[src/rtl/perirq_pkg.sv]
package perirq_pkg;
   localparam int PI_WIDTH = 8;
   localparam int PI_WIN_W = 8;

   localparam logic [7:0] OFS_LIVE  = 8'h10;
   localparam logic [7:0] OFS_KIND  = 8'h11;
   localparam logic [7:0] OFS_POLHI = 8'h12;
   localparam logic [7:0] OFS_POLLO = 8'h13;
   localparam logic [7:0] OFS_ACK   = 8'h14;
   localparam logic [7:0] OFS_ENSET = 8'h15;
   localparam logic [7:0] OFS_ENCLR = 8'h16;
   localparam logic [7:0] OFS_PEND  = 8'h18;
endpackage

[src/rtl/perirq_port.sv]
module perirq_port #(
   parameter int AW = 8
) (
   input  logic          clk,
   input  logic          rst_n,
   input  logic          acc_valid,
   input  logic          acc_start,
   input  logic [AW-1:0] acc_addr,
   output logic [AW-1:0] beat_addr
);
   logic [AW-1:0] next_q;

   // first beat takes its own offset, continuation beats walk upward
   assign beat_addr = acc_start ? acc_addr : next_q;

   always_ff @(posedge clk or negedge rst_n) begin
      if (!rst_n)         next_q <= '0;
      else if (acc_valid) next_q <= beat_addr + AW'(1);
   end
endmodule

[src/rtl/perirq_detect.sv]
module perirq_detect #(
   parameter int NSRC        = 8,
   parameter int SYNC_STAGES = 2
) (
   input  logic            clk,
   input  logic            rst_n,
   input  logic [NSRC-1:0] src_in,
   input  logic [NSRC-1:0] cfg_edge,
   input  logic [NSRC-1:0] cfg_hi,
   input  logic [NSRC-1:0] cfg_lo,
   output logic [NSRC-1:0] live,
   output logic [NSRC-1:0] hit
);
   localparam int TOP = SYNC_STAGES - 1;

   if (SYNC_STAGES < 2) begin : g_bad_sync
      $error("perirq_detect: SYNC_STAGES must be at least 2");
   end

   for (genvar i = 0; i < NSRC; i++) begin : g_src
      logic [SYNC_STAGES-1:0] chain;
      logic                   prev_q;
      logic                   now_v;
      logic                   edge_hit;
      logic                   lvl_hit;

      always_ff @(posedge clk or negedge rst_n) begin
         if (!rst_n) begin
            chain  <= '0;
            prev_q <= 1'b0;
         end else begin
            chain  <= {chain[TOP-1:0], src_in[i]};
            prev_q <= chain[TOP];
         end
      end

      assign now_v    = chain[TOP];
      assign edge_hit = (cfg_hi[i] & now_v & ~prev_q) | (cfg_lo[i] & ~now_v & prev_q);
      assign lvl_hit  = cfg_hi[i] ? now_v : (cfg_lo[i] & ~now_v);
      assign hit[i]   = cfg_edge[i] ? edge_hit : lvl_hit;
      assign live[i]  = now_v;
   end
endmodule

[src/rtl/perirq_regs.sv]
module perirq_regs
   import perirq_pkg::*;
#(
   parameter int NSRC = 8,
   parameter int AW   = 8
) (
   input  logic            clk,
   input  logic            rst_n,
   input  logic            beat_valid,
   input  logic            beat_write,
   input  logic [AW-1:0]   beat_addr,
   input  logic [NSRC-1:0] beat_wdata,
   input  logic [NSRC-1:0] hit,
   input  logic [NSRC-1:0] live,
   output logic [NSRC-1:0] cfg_edge,
   output logic [NSRC-1:0] cfg_hi,
   output logic [NSRC-1:0] cfg_lo,
   output logic [NSRC-1:0] en_q,
   output logic [NSRC-1:0] pend_q,
   output logic [NSRC-1:0] rdata_q
);
   logic            wr_sel, rd_sel;
   logic [NSRC-1:0] ack_mask, set_mask, clr_mask;
   logic [NSRC-1:0] shown_live;
   logic [NSRC-1:0] rd_mux;

   assign wr_sel   = beat_valid & beat_write;
   assign rd_sel   = beat_valid & ~beat_write;
   assign ack_mask = (wr_sel && beat_addr == AW'(OFS_ACK))   ? beat_wdata : '0;
   assign set_mask = (wr_sel && beat_addr == AW'(OFS_ENSET)) ? beat_wdata : '0;
   assign clr_mask = (wr_sel && beat_addr == AW'(OFS_ENCLR)) ? beat_wdata : '0;

   // inverted view only for sources that watch the low side alone
   assign shown_live = live ^ (cfg_lo & ~cfg_hi);

   always_ff @(posedge clk or negedge rst_n) begin
      if (!rst_n) begin
         cfg_edge <= '0;
         cfg_hi   <= '0;
         cfg_lo   <= '0;
      end else if (wr_sel) begin
         if (beat_addr == AW'(OFS_KIND))  cfg_edge <= beat_wdata;
         if (beat_addr == AW'(OFS_POLHI)) cfg_hi   <= beat_wdata;
         if (beat_addr == AW'(OFS_POLLO)) cfg_lo   <= beat_wdata;
      end
   end

   always_ff @(posedge clk or negedge rst_n) begin
      if (!rst_n) begin
         en_q   <= '0;
         pend_q <= '0;
      end else begin
         en_q   <= (en_q | set_mask) & ~clr_mask;
         pend_q <= (pend_q & ~ack_mask) | hit;   // new event outranks a clear
      end
   end

   always_comb begin
      rd_mux = '0;
      case (beat_addr)
         AW'(OFS_LIVE):  rd_mux = shown_live;
         AW'(OFS_KIND):  rd_mux = cfg_edge;
         AW'(OFS_POLHI): rd_mux = cfg_hi;
         AW'(OFS_POLLO): rd_mux = cfg_lo;
         AW'(OFS_ENSET): rd_mux = en_q;
         AW'(OFS_ENCLR): rd_mux = en_q;
         AW'(OFS_PEND):  rd_mux = pend_q;
         default:        rd_mux = '0;
      endcase
   end

   always_ff @(posedge clk or negedge rst_n) begin
      if (!rst_n)      rdata_q <= '0;
      else if (rd_sel) rdata_q <= rd_mux;
   end
endmodule

[src/rtl/perirq_unit.sv]
module perirq_unit
   import perirq_pkg::*;
#(
   parameter int NSRC        = 8,
   parameter int AW          = 8,
   parameter int SYNC_STAGES = 2
) (
   input  logic            clk,
   input  logic            rst_n,
   input  logic [NSRC-1:0] src_in,
   input  logic            acc_valid,
   input  logic            acc_start,
   input  logic            acc_write,
   input  logic [AW-1:0]   acc_addr,
   input  logic [NSRC-1:0] acc_wdata,
   output logic [NSRC-1:0] acc_rdata,
   output logic            irq_out
);
   if (NSRC != PI_WIDTH) begin : g_bad_width
      $error("perirq_unit: NSRC must equal the register byte width");
   end
   if (AW < PI_WIN_W) begin : g_bad_addr
      $error("perirq_unit: AW too narrow for the peripheral window");
   end

   logic [AW-1:0]   beat_addr;
   logic [NSRC-1:0] cfg_edge, cfg_hi, cfg_lo;
   logic [NSRC-1:0] live, hit, en_q, pend_q;

   perirq_port #(.AW(AW)) u_port (
      .clk       (clk),
      .rst_n     (rst_n),
      .acc_valid (acc_valid),
      .acc_start (acc_start),
      .acc_addr  (acc_addr),
      .beat_addr (beat_addr)
   );

   perirq_detect #(.NSRC(NSRC), .SYNC_STAGES(SYNC_STAGES)) u_detect (
      .clk      (clk),
      .rst_n    (rst_n),
      .src_in   (src_in),
      .cfg_edge (cfg_edge),
      .cfg_hi   (cfg_hi),
      .cfg_lo   (cfg_lo),
      .live     (live),
      .hit      (hit)
   );

   perirq_regs #(.NSRC(NSRC), .AW(AW)) u_regs (
      .clk        (clk),
      .rst_n      (rst_n),
      .beat_valid (acc_valid),
      .beat_write (acc_write),
      .beat_addr  (beat_addr),
      .beat_wdata (acc_wdata),
      .hit        (hit),
      .live       (live),
      .cfg_edge   (cfg_edge),
      .cfg_hi     (cfg_hi),
      .cfg_lo     (cfg_lo),
      .en_q       (en_q),
      .pend_q     (pend_q),
      .rdata_q    (acc_rdata)
   );

   assign irq_out = |(pend_q & en_q);
endmodule

[config.mk]
export PLATFORM = sky130hd
export DESIGN_NAME = perirq_unit
export DESIGN_NICKNAME = d
export VERILOG_FILES = /design/src/rtl/perirq_pkg.sv /design/src/rtl/perirq_port.sv /design/src/rtl/perirq_detect.sv /design/src/rtl/perirq_regs.sv /design/src/rtl/perirq_unit.sv
export SDC_FILE = /design/constraint.sdc
export NUM_CORES = 1
export LEC_CHECK = 0
export BUFFER_PORTS_ARGS = -buffer_cell sky130_fd_sc_hd__buf_2
export CORE_MARGIN = 4
export CORE_UTILIZATION = 63
export DETAILED_ROUTE_END_ITERATION = 16
export HOLD_SLACK_MARGIN = 0.08
export PLACE_DENSITY_LB_ADDON = 0.15
export SLEW_MARGIN = 20
export SYNTH_ARGS = -nofsm -noshare
export SYNTH_HDL_FRONTEND = slang
export SYNTH_HIERARCHICAL = 1
export SYNTH_SLANG_ARGS = --single-unit
export TNS_END_PERCENT = 100
[constraint.sdc]
create_clock -name clk -period 4.6 [get_ports clk]
set_input_delay 0.23 -clock clk [delete_from_list [all_inputs] [get_ports clk]]
set_output_delay 0.23 -clock clk [all_outputs]
set_load 0.02 [all_outputs]
==> impl_table.tex <==
\begin{tabular}{lr}
\hline
Metric & Value \\
\hline
\multicolumn{2}{l}{\textbf{Status}} \\
\quad Status & completed \\
\multicolumn{2}{l}{\textbf{Route}} \\
\quad Vias per cell & slightly above 6 \\
\quad Final routed wire length divided by cell count & 18.3 um \\
\quad Antenna Nets Post-Route & 0 \\
\quad Post-Route WL & 8640 um \\
\quad Detailed-routing iteration count for the pre-antenna-repair pass & 5 \\
\quad Total via count after detailed routing & 2928 \\
\quad DRC Markers & 0 \\
\quad DRT iter0 DRCs & 289 \\
\multicolumn{2}{l}{\textbf{Clock network}} \\
\quad Post-cts repair resize count & 0 \\
\quad Buffers inserted during post-CTS setup optimization & 0 \\
\quad H-tree level count & 3 \\
\quad Clock sink count & 80 \\
\quad Clock network latency to the later pin of the worst-skew pair & 340 ps \\
\quad Number of buffers inserted during clock tree synthesis & 9 \\
\quad Root buf cell & clkbuf\_8 \\
\quad CTS clock-pin slew for the worst setup and hold paths & 80 ps \\
\quad Clock tree from TritonCTS & built \\
\quad Post-cts hold buffer count & 8 \\
\quad Clock Path Buffers & 2 \\
\multicolumn{2}{l}{\textbf{Logic synthesis}} \\
\quad Share of synthesized flip-flops with an asynchronous set or reset & 1.00 \\
\quad Total standard cell area after synthesis & 3960 sq um \\
\quad Most used flip-flop cell after synthesis & dfrtp\_1 \\
\quad Area contributors post-synth & dfrtp\_1, mux2\_2, a21oi\_1 \\
\quad Dominant cell type by area after synthesis & dfrtp\_1 \\
\quad Area share of the largest cell type after synthesis & 0.506 \\
\quad Number of synthesized flops with an enable pin & 0 \\
\quad Most repeated cell in the gate-level netlist after synthesis & dfrtp\_1 \\
\quad Syn Area/Cell & roughly 11 sq um \\
\quad Number of register bits inferred by synthesis & 80 \\
\quad Number of distinct library cells after synthesis & 48 \\
\quad Post-Synthesis Cells & 354 \\
\quad Number of nets produced by synthesis & 384 \\
\quad Synth Warn \# & 6 \\
\quad Seq/Total Area, Yosys & 0.506 \\
\quad Most numerous cell types in the synthesized netlist & dfrtp\_1, mux2\_2, nand2\_1 \\
\multicolumn{2}{l}{\textbf{GRT}} \\
\quad Vias in the first global route & 2913 \\
\quad Residual overflow from global routing & 0 \\
\quad First-pass GRT wire length & about 14000 um \\
\quad Pin count of the biggest net entering global routing & 81 \\
\quad Total global routing track utilization & 0.243 \\
\quad Antenna violations before repair & 0 \\
\multicolumn{2}{l}{\textbf{Cells and area}} \\
\quad Fraction of layout cells with a size suffix above 1 & 0.277 \\
\quad Layout Nets & 422 \\
\quad Area growth, synth to finish & 12.0\% \\
\quad Number of filler cells placed in the layout & 465 \\
\quad Post-route cell area & 4440 sq um \\
\quad Antenna cell count & 0 \\
\multicolumn{2}{l}{\textbf{Critical path}} \\
\quad Worst Path Arrival & 2790 ps \\
\quad Critical Path RT & a little under 5000 ps \\
\quad Critical path class & reg -> reg \\
\quad Worst-case reg-to-reg path depth & 6 \\
\quad Slack of the worst reg-to-reg path & between 2000 and 2500 ps \\
\quad Element type at the critical path end & register \\
\quad Critical path startpoint category & register \\
\quad Crit Path Max Fanout & 9 \\
\quad Capture point of the worst reg-to-reg path & u\_regs/cfg\_lo[1]\$\_DFFE\_PN0P\_ \\
\quad Timing endpoint of the critical path & u\_regs/cfg\_lo[1]\$\_DFFE\_PN0P\_ \\
\quad Critical register-to-register path startpoint & u\_port/next\_q[5]\$\_DFFE\_PN0P\_ \\
\quad Setup crit start & u\_port/next\_q[5]\$\_DFFE\_PN0P\_ \\
\multicolumn{2}{l}{\textbf{Power}} \\
\quad Highest ir drop seen on vdd & 266 uV \\
\quad PnR Total Power & approximately 1.8 mW \\
\quad Ratio of total power to cell area & 398 nW/um\^{}2 \\
\quad Leakage & 1.96 nW \\
\multicolumn{2}{l}{\textbf{STA}} \\
\quad Post-route fraction of the period consumed by the critical path & 0.557 \\
\quad Worst clock skew on the final layout & about 7 ps \\
\quad RSZ-0062 raised after global routing & no \\
\quad Sum of negative setup slack & 0 ps \\
\quad Max-slew violations & 0 \\
\quad Relative slew slack & 0.478 \\
\quad Timing-limited maximum frequency & 0.390 GHz \\
\quad Setup violations, final & 0 \\
\quad Minimum period implied by the final worst setup slack & 2560 ps \\
\quad Number of failing hold endpoints at the final stage & 0 \\
\quad Least-Margin Pin Slew & 781 ps \\
\multicolumn{2}{l}{\textbf{Flow run}} \\
\quad Maxcap violations & 0 \\
\multicolumn{2}{l}{\textbf{Placement}} \\
\quad Final weighted congestion of routability-driven global placement & 0.816 \\
\quad Placed instance area & between 4000 and 5000 sq um \\
\quad Port Buffer Count & 37 \\
\quad Half-perimeter wire length after detailed placement & 5750 um \\
\multicolumn{2}{l}{\textbf{Die}} \\
\quad DIE HEIGHT & around 87 um \\
\quad Number of top-level design ports & 38 \\
\quad Area of the core & 6030 sq um \\
\quad X dimension of the die & slightly below 90 um \\
\quad Standard-cell rows & 28 \\
\quad Floorplan die area & approximately 7600 sq um \\
\quad Initial standard-cell utilization of the core & 0.657 \\
\multicolumn{2}{l}{\textbf{Min path}} \\
\quad Hold/Removal Path Class & in -> reg \\
\hline
\end{tabular}
## placed cells by master (no fill, tap or decap), types with 6 or more instances in the layout
master / synthesis / final
xnor2_1: 7 / 7
o21ai_1: 6 / 6
mux2_2: 40 / 40
nand3b_1: 7 / 7
dfrtp_1: 80 / 80
a21o_1: 9 / 9
dlygate4sd3_1: 0 / 9
a221oi_1: 6 / 6
a31oi_1: 10 / 10
nor2b_1: 18 / 18
nand3_1: 13 / 13
nor2_1: 15 / 15
clkbuf_8: 0 / 10
a21oi_1: 24 / 24
o21ai_0: 10 / 10
a32o_1: 7 / 7
nand2_1: 32 / 32
buf_2: 3 / 36
## registers in the layout, indices dropped and copies added (netlist names)
signal / count
u_detect/g_src.chain: 16
u_detect/g_src.prev_q: 8
u_port/next_q: 8
u_regs/cfg_edge: 8
u_regs/cfg_hi: 8
u_regs/cfg_lo: 8
u_regs/en_q: 8
u_regs/pend_q: 8
u_regs/rdata_q: 8
## kinds of logic (layout without fill, tap and decap cells)
group	count (synthesis)	count (layout)	synth area share
xor+xnor	11	11	0.0243
fa+ha+maj	1	1	0.00316
compound gates	85	85	0.144
mux	45	45	0.130
buf+inv	23	66	0.0341
flops	80	80	0.506
simple gates	109	109	0.159
## metal layers
metal / share of wire / track usage
met1: 0.44 / 0.321
met2: 0.48 / 0.398
met3: 0.064 / 0.0549
met4: 0.015 / 0.0781
met5: 0 / 0
## worst min path at each step
stage                                                       to  depth (start not counted)  slack [ps]                                 start
final                                 u_regs/en_q[6]$_DFF_PN0_                          2         130                          acc_wdata[6]
after global routing                  u_regs/en_q[3]$_DFF_PN0_                          2         120                          acc_wdata[3]
after CTS                         u_port/next_q[0]$_DFFE_PN0P_                          1          80                                 rst_n
after detailed placement  u_detect/g_src[5].chain[1]$_DFF_PN0_                          0         340  u_detect/g_src[5].chain[0]$_DFF_PN0_
after global placement    u_detect/g_src[6].chain[1]$_DFF_PN0_                          0         330  u_detect/g_src[6].chain[0]$_DFF_PN0_
after floorplan           u_detect/g_src[0].chain[0]$_DFF_PN0_                          0         -70                                 rst_n
## power breakdown
group | switching [mW] | internal [mW]
sequential | 0.0852 | 0.802
clock | 0.254 | 0.270
combinational | 0.192 | 0.163
total | 0.531 | 1.23
## stage by stage
stage          std cells  utilization  hold WS, ps  worst slack [ps]
6_report             472        0.736          128              2040
2_1_floorplan        354            -        -65.6              2650
3_3_place_gp         446        0.684          332              2020
4_1_cts              470        0.731         81.6              2100
3_5_place_dp         446        0.684          336              1960
5_1_grt              472        0.736          123              1960
## worst max-delay path: stages, from the launching register on
cell and delay [ps]:
dfrtp_1 420, mux2_4 320, nor4b_4 350, nand2b_1 360
nor2_8 260, nand3_2 320, mux2_2 400
## final cells by class
cell class / count / area, sq um / share of cell area
flip-flops and latches: 80 / 2000 / 0.451
multi-input cells: 251 / 1820 / 0.411
repair buffers: 48 / 305 / 0.0688
clock buffers: 11 / 141 / 0.0319
well taps: 75 / 93.8 / 0.0212
clock inverters: 5 / 63.8 / 0.0144
inverters: 2 / 7.51 / 0.00169
No activity file was read; power rests on OpenSTA's default activity.
